### src/rtl/fmm_pkg.sv
package fmm_pkg;
    localparam int FP_W    = 64;
    localparam int EXP_W   = 11;
    localparam int FRAC_W  = 52;
    localparam int QBIT    = FRAC_W - 1;
    localparam int MODE_W  = 4;
    localparam int COND_W  = 4;
    localparam int NUM_OPS = 2;

    typedef enum logic [1:0] {
        CONV_NUM08 = 2'b00,
        CONV_MIN19 = 2'b01,
        CONV_NUM19 = 2'b10,
        CONV_CLIB  = 2'b11
    } conv_e;

    typedef struct packed {
        logic            nan;
        logic            snan;
        logic            zero;
        logic [FP_W-1:0] quiet;
    } opinfo_t;

    typedef struct packed {
        logic              out_valid;
        logic              wr;
        logic              trap;
        logic              snan;
        logic              cond_wr;
        logic [COND_W-1:0] cond;
        logic [FP_W-1:0]   result;
        logic              vx;
        logic              fx;
    } state_t;
endpackage

### src/rtl/fmm_classify.sv
module fmm_classify
    import fmm_pkg::*;
(
    input  logic [FP_W-1:0] x,
    output opinfo_t         info
);
    logic exp_ones;
    logic frac_nz;

    always_comb begin
        exp_ones       = &x[FP_W-2 -: EXP_W];
        frac_nz        = |x[FRAC_W-1:0];
        info.nan       = exp_ones & frac_nz;
        info.snan      = exp_ones & frac_nz & ~x[QBIT];
        info.zero      = ~|x[FP_W-2:0];
        info.quiet     = x;
        info.quiet[QBIT] = 1'b1;
    end
endmodule

### src/rtl/fmm_select.sv
module fmm_select
    import fmm_pkg::*;
(
    input  logic [FP_W-1:0]   a,
    input  logic [FP_W-1:0]   b,
    input  opinfo_t           ia,
    input  opinfo_t           ib,
    input  logic [MODE_W-1:0] mode,
    output logic [FP_W-1:0]   result,
    output logic              any_snan
);
    // Monotonic ordering key: negative values invert every bit,
    // non-negative values flip the sign bit.
    function automatic logic [FP_W-1:0] order_key(input logic [FP_W-1:0] x);
        return x[FP_W-1] ? ~x : {1'b1, x[FP_W-2:0]};
    endfunction

    conv_e           conv;
    logic            take_max;
    logic            use_mag;
    logic [FP_W-1:0] ka;
    logic [FP_W-1:0] kb;
    logic            a_wins;

    always_comb begin
        conv     = conv_e'(mode[1:0]);
        take_max = mode[3];
        use_mag  = mode[2] && (a[FP_W-2:0] != b[FP_W-2:0]);
        ka       = use_mag ? {1'b1, a[FP_W-2:0]} : order_key(a);
        kb       = use_mag ? {1'b1, b[FP_W-2:0]} : order_key(b);
        a_wins   = take_max ? (ka > kb) : (ka < kb);
        any_snan = ia.snan | ib.snan;

        result = a_wins ? a : b;
        if (ia.zero && ib.zero) begin
            if (conv == CONV_CLIB) result = b;
            else                   result = take_max ? (a & b) : (a | b);
        end
        if (ia.nan || ib.nan) begin
            unique case (conv)
                CONV_NUM08: begin
                    if (ia.snan)                result = ia.quiet;
                    else if (ib.snan)           result = ib.quiet;
                    else if (ia.nan && ib.nan)  result = ia.quiet;
                    else if (ia.nan)            result = b;
                    else                        result = a;
                end
                CONV_MIN19: result = ia.nan ? ia.quiet : ib.quiet;
                CONV_NUM19: begin
                    if (ia.nan && ib.nan)       result = ia.quiet;
                    else if (ia.nan)            result = b;
                    else                        result = a;
                end
                default:    result = b;
            endcase
        end
    end
endmodule

### src/rtl/fmm_unit.sv
module fmm_unit
    import fmm_pkg::*;
(
    input  logic              clk,
    input  logic              rst_n,
    input  logic              in_valid,
    input  logic [FP_W-1:0]   in_a,
    input  logic [FP_W-1:0]   in_b,
    input  logic [MODE_W-1:0] in_mode,
    input  logic              in_record,
    input  logic              inv_trap_en,
    output logic              out_valid,
    output logic [FP_W-1:0]   out_result,
    output logic              out_write,
    output logic              out_trap,
    output logic              out_snan,
    output logic              out_cond_wr,
    output logic [COND_W-1:0] out_cond,
    output logic              sticky_invalid,
    output logic              sticky_summary
);
    logic [FP_W-1:0] ops [NUM_OPS];
    opinfo_t         infos [NUM_OPS];
    logic [FP_W-1:0] sel_result;
    logic            sel_snan;
    state_t          s_d, s_q;

    assign ops[0] = in_a;
    assign ops[1] = in_b;

    for (genvar g = 0; g < NUM_OPS; g++) begin : g_cls
        fmm_classify u_cls (.x(ops[g]), .info(infos[g]));
    end

    fmm_select u_sel (
        .a(in_a), .b(in_b), .ia(infos[0]), .ib(infos[1]),
        .mode(in_mode), .result(sel_result), .any_snan(sel_snan)
    );

    always_comb begin
        s_d           = s_q;
        s_d.out_valid = in_valid;
        s_d.wr        = 1'b0;
        s_d.trap      = 1'b0;
        s_d.snan      = 1'b0;
        s_d.cond_wr   = 1'b0;
        if (in_valid) begin
            s_d.result = sel_result;
            s_d.snan   = sel_snan;
            s_d.trap   = sel_snan & inv_trap_en;
            s_d.wr     = ~(sel_snan & inv_trap_en);
            if (sel_snan) begin
                s_d.vx = 1'b1;
                if (!s_q.vx) s_d.fx = 1'b1;
            end
            s_d.cond_wr = in_record;
            s_d.cond    = {s_d.fx, s_d.vx & inv_trap_en, s_d.vx, 1'b0};
        end
    end

    always_ff @(posedge clk) begin
        if (!rst_n) s_q <= '0;
        else        s_q <= s_d;
    end

    assign out_valid      = s_q.out_valid;
    assign out_result     = s_q.result;
    assign out_write      = s_q.wr;
    assign out_trap       = s_q.trap;
    assign out_snan       = s_q.snan;
    assign out_cond_wr    = s_q.cond_wr;
    assign out_cond       = s_q.cond;
    assign sticky_invalid = s_q.vx;
    assign sticky_summary = s_q.fx;

    assert_sticky_hold_R9: assert property (@(posedge clk) disable iff (!rst_n)
        sticky_invalid |=> sticky_invalid);
    assert_summary_first_R9: assert property (@(posedge clk) disable iff (!rst_n)
        $rose(sticky_summary) |-> $rose(sticky_invalid));
    assert_trap_no_write_R10: assert property (@(posedge clk) disable iff (!rst_n)
        out_trap |-> (!out_write && sticky_invalid && out_snan));
    assert_min19_quiet_R3: assert property (@(posedge clk) disable iff (!rst_n)
        (in_valid && in_mode[1:0] == 2'b01 && (infos[0].nan || infos[1].nan))
        |=> ((&out_result[FP_W-2 -: EXP_W]) && out_result[QBIT]));
    assert_one_response_R12: assert property (@(posedge clk) disable iff (!rst_n)
        in_valid |=> out_valid);
endmodule

### config.mk
export PLATFORM = sky130hd
export DESIGN_NAME = fmm_unit
export DESIGN_NICKNAME = d
export VERILOG_FILES = /design/src/rtl/fmm_pkg.sv /design/src/rtl/fmm_classify.sv /design/src/rtl/fmm_select.sv /design/src/rtl/fmm_unit.sv
export SDC_FILE = /design/constraint.sdc
export NUM_CORES = 1
export LEC_CHECK = 0
export BUFFER_PORTS_ARGS = -buffer_cell sky130_fd_sc_hd__buf_2
export CORE_AREA = 4 4 163 165
export DETAILED_ROUTE_END_ITERATION = 8
export DIE_AREA = 0 0 167 169
export PLACE_DENSITY = 0.66
export SLEW_MARGIN = 5
export SYNTH_ARGS = -nofsm -noshare
export SYNTH_HDL_FRONTEND = slang
export SYNTH_SLANG_ARGS = --single-unit
### constraint.sdc
create_clock -name clk -period 6.06 [get_ports clk]
set_input_delay 0.303 -clock clk [delete_from_list [all_inputs] [get_ports clk]]
set_output_delay 0.303 -clock clk [all_outputs]
set_load 0.005 [all_outputs]
==> metrics.txt <==
outcome=finished clean; flop2flop setup slack=5.14 ns; Slew Limit Fails=0; vias in the first global route=11160; first-pass GRT wire length=61.25 mm; Tcrit/Tclk final=95.95%; async set or reset register ratio after synthesis=0%; H-tree level count=3; synth unique cells=65; initial antenna violation count=2; initial core utilization=44.43%; # rows=58; Seq/Total Area, Yosys=12.96%; WP data required=6.31 ns; drt first-iter violations=1079; Hold Slack=0.1523 ns; worst-margin pin slew=1.109 ns; width of the die=167 um; number of flops mapped to enable cells by yosys=0; port bufs=210; DP Cell Count=1958; crit end category=register; Static Leak=5.829 nW; Longest Clk Path Bufs=2; detailed placement HPWL=28.09 mm; total vias in the final route=11810; Yosys reg bits=72; vias per inst=5.981; Tmin final=5.814 ns; share of layout cells above drive strength 1=16.48%; GRT Total Usage=26.59%; Fin Setup TNS=0 ns; CTS root buf=clkbuf_16; Finish-stage setup viols=0; Die ar.=28220 um2; IO Pins=212; multi-input combinational cell area=8680 um2; syn_area_per_cell=7.391 um2; Register Area=1441 um2; Worst VDD drop=131.2 uV; crit-path max FO=29; ANT nets after route=0; core area=25040 um2; largest net degree at the start of global routing=94; Post-Syn Instances=1505; nets=1966; WS Path Type=input pin to register; Post-Syn Area=11120 um2; Power, Total=2.080 mW; number of setup buffers added after CTS=0; total wire length=38.97 mm; final non-filler cell total=1975; Avg WL per Cell=19.73 um; Layout fillers=2543; CTS clk-pin slew, worst paths=0.06 ns; GPL Wtd Cong=0.9374; Fin Clk Skew=0.0009230 ns; Max Cap Viol=0; Worst Hold Class=input pin to register; global route total overflow=0; pwr/cell area=164.3 nW/um2; Layout area overhead=13.79%; max_slew headroom=26.06%; Most used DFF post-synth=dfxtp_1; RSZ-0062 raised after global routing=false; worst-skew pair later-pin latency=0.35 ns; CP Data Arrival Time=6.06 ns; DRC Markers=0; die height=169 um; CP Launch Type=input pin; Fmax achieved=172.0 MHz; 1st-pass router iterations=5; CTS tree=built; Fin. Hold Viols=0; number of synthesis warnings=0; total clock buffers created by CTS=9; syn_nets=1832; final core occ=50.55%; Sink Count=72
## worst max-delay path, cell delays in order
cell and delay [ns]:
buf_2 0.17, inv_1 0.08, ha_1 0.30, nor4_1 0.71
nand4_1 0.17, buf_4 0.18, o41ai_1 0.32, buf_4 0.21
nand2_4 0.20, buf_4 0.38, xnor2_1 0.19, ha_1 0.30
nor2b_1 0.13, o211ai_1 0.20, a21oi_1 0.11, a2111oi_0 0.78
buf_4 0.23, o211a_1 0.23, and2_4 0.17, or2_4 0.17
o21ai_0 0.14, a221o_1 0.36
## registers in the layout, indices dropped and copies added (netlist names)
name            cells
out_cond            2
out_snan            1
out_trap            1
sticky_summary      1
out_write           1
out_valid           1
out_result         64
out_cond_wr         1
## layer usage
metal	vias up	share of wire, %	global-route usage (%)
met5	-	0.031	0
met4	2	2.1	7.826
met3	61	8.5	5.582
met2	523	44	41.72
met1	5515	45	36.82
li1	5712	-	-
## placed cells by master, fill, tap and decap left out, drive strengths merged, types with 64 or more instances in the layout
master and n:
nor2 81, nand2 154, dfxtp 72, a21oi 143, o21ai 64, buf 237, inv 138, xnor2 126
ha 190
## Yosys cell counts (4+ instances only)
| cell type | count | share of area [%] |
|---|---|---|
| a31oi_1 | 54 | 3.0 |
| nand2_1 | 154 | 5.2 |
| o21a_1 | 6 | 0.40 |
| mux2i_1 | 57 | 5.1 |
| dfxtp_1 | 72 | 13 |
| o221ai_1 | 56 | 4.4 |
| a211oi_1 | 57 | 3.8 |
| nor4_1 | 48 | 2.7 |
| clkbuf_1 | 83 | 2.8 |
| o21ai_1 | 4 | 0.18 |
| nand4_1 | 30 | 1.7 |
| buf_6 | 8 | 0.81 |
| a2bb2oi_1 | 8 | 0.63 |
| nor2_1 | 80 | 2.7 |
| nand3_1 | 18 | 0.81 |
| a21o_1 | 5 | 0.34 |
| ha_1 | 190 | 21 |
| buf_2 | 12 | 0.54 |
| o22ai_1 | 9 | 0.51 |
| a311oi_1 | 5 | 0.39 |
| xnor2_1 | 126 | 9.9 |
| buf_4 | 7 | 0.47 |
| a21oi_1 | 142 | 6.4 |
| nor3_1 | 5 | 0.22 |
| o211ai_1 | 15 | 1.0 |
| inv_1 | 137 | 4.6 |
| o21ai_0 | 59 | 2.7 |
## per-stage QoR
step | setup slack (ns) | area (um2)
2_1_floorplan | 1.273 | 11120
3_3_place_gp | 0.05010 | 12350
3_5_place_dp | 0.02742 | 12350
4_1_cts | 0.3712 | 12650
5_1_grt | 0.1300 | 12660
6_report | 0.2455 | 12660
## layout make-up
type / instances / share of cell area, %
Clock inverter: 7 / 0.5635
Inverter: 138 / 4.093
Clock buffer: 9 / 1.779
Antenna cell: 1 / 0.01977
Multi-Input combinational cell: 1181 / 68.57
Sequential cell: 72 / 11.39
Timing Repair Buffer: 237 / 10.32
Tap cell: 330 / 3.262
## kinds of logic (layout without fill, tap and decap cells)
kind of cell	Yosys count	after routing	share of synthesized area, %
other cells	1	2	0.03371
mux	57	57	5.129
fa+ha+maj	190	190	21.37
simple gates	359	359	15.04
compound gates	448	448	26.03
xor+xnor	126	126	9.921
flops	72	72	12.96
buf+inv	252	391	9.516
## final timing paths
check            startpoint        endpoint  cells after the start
min reg2reg     out_cond[2]     out_cond[2]                      2
max                in_a[15]  out_result[53]                     22
max reg2reg  out_result[59]  out_result[59]                      4
min             inv_trap_en       out_write                      2
## power breakdown
| part | switching [mW] | internal, mW |
|---|---|---|
| registers | 0.0294 | 0.517 |
| logic | 0.565 | 0.386 |
| clock network | 0.263 | 0.320 |
## timing repair
action                     CTS  global route
hold buffers                 0             0
setup endpoints to repair    0            48
resized for setup            0             1
No activity file was read; power rests on OpenSTA's default activity.
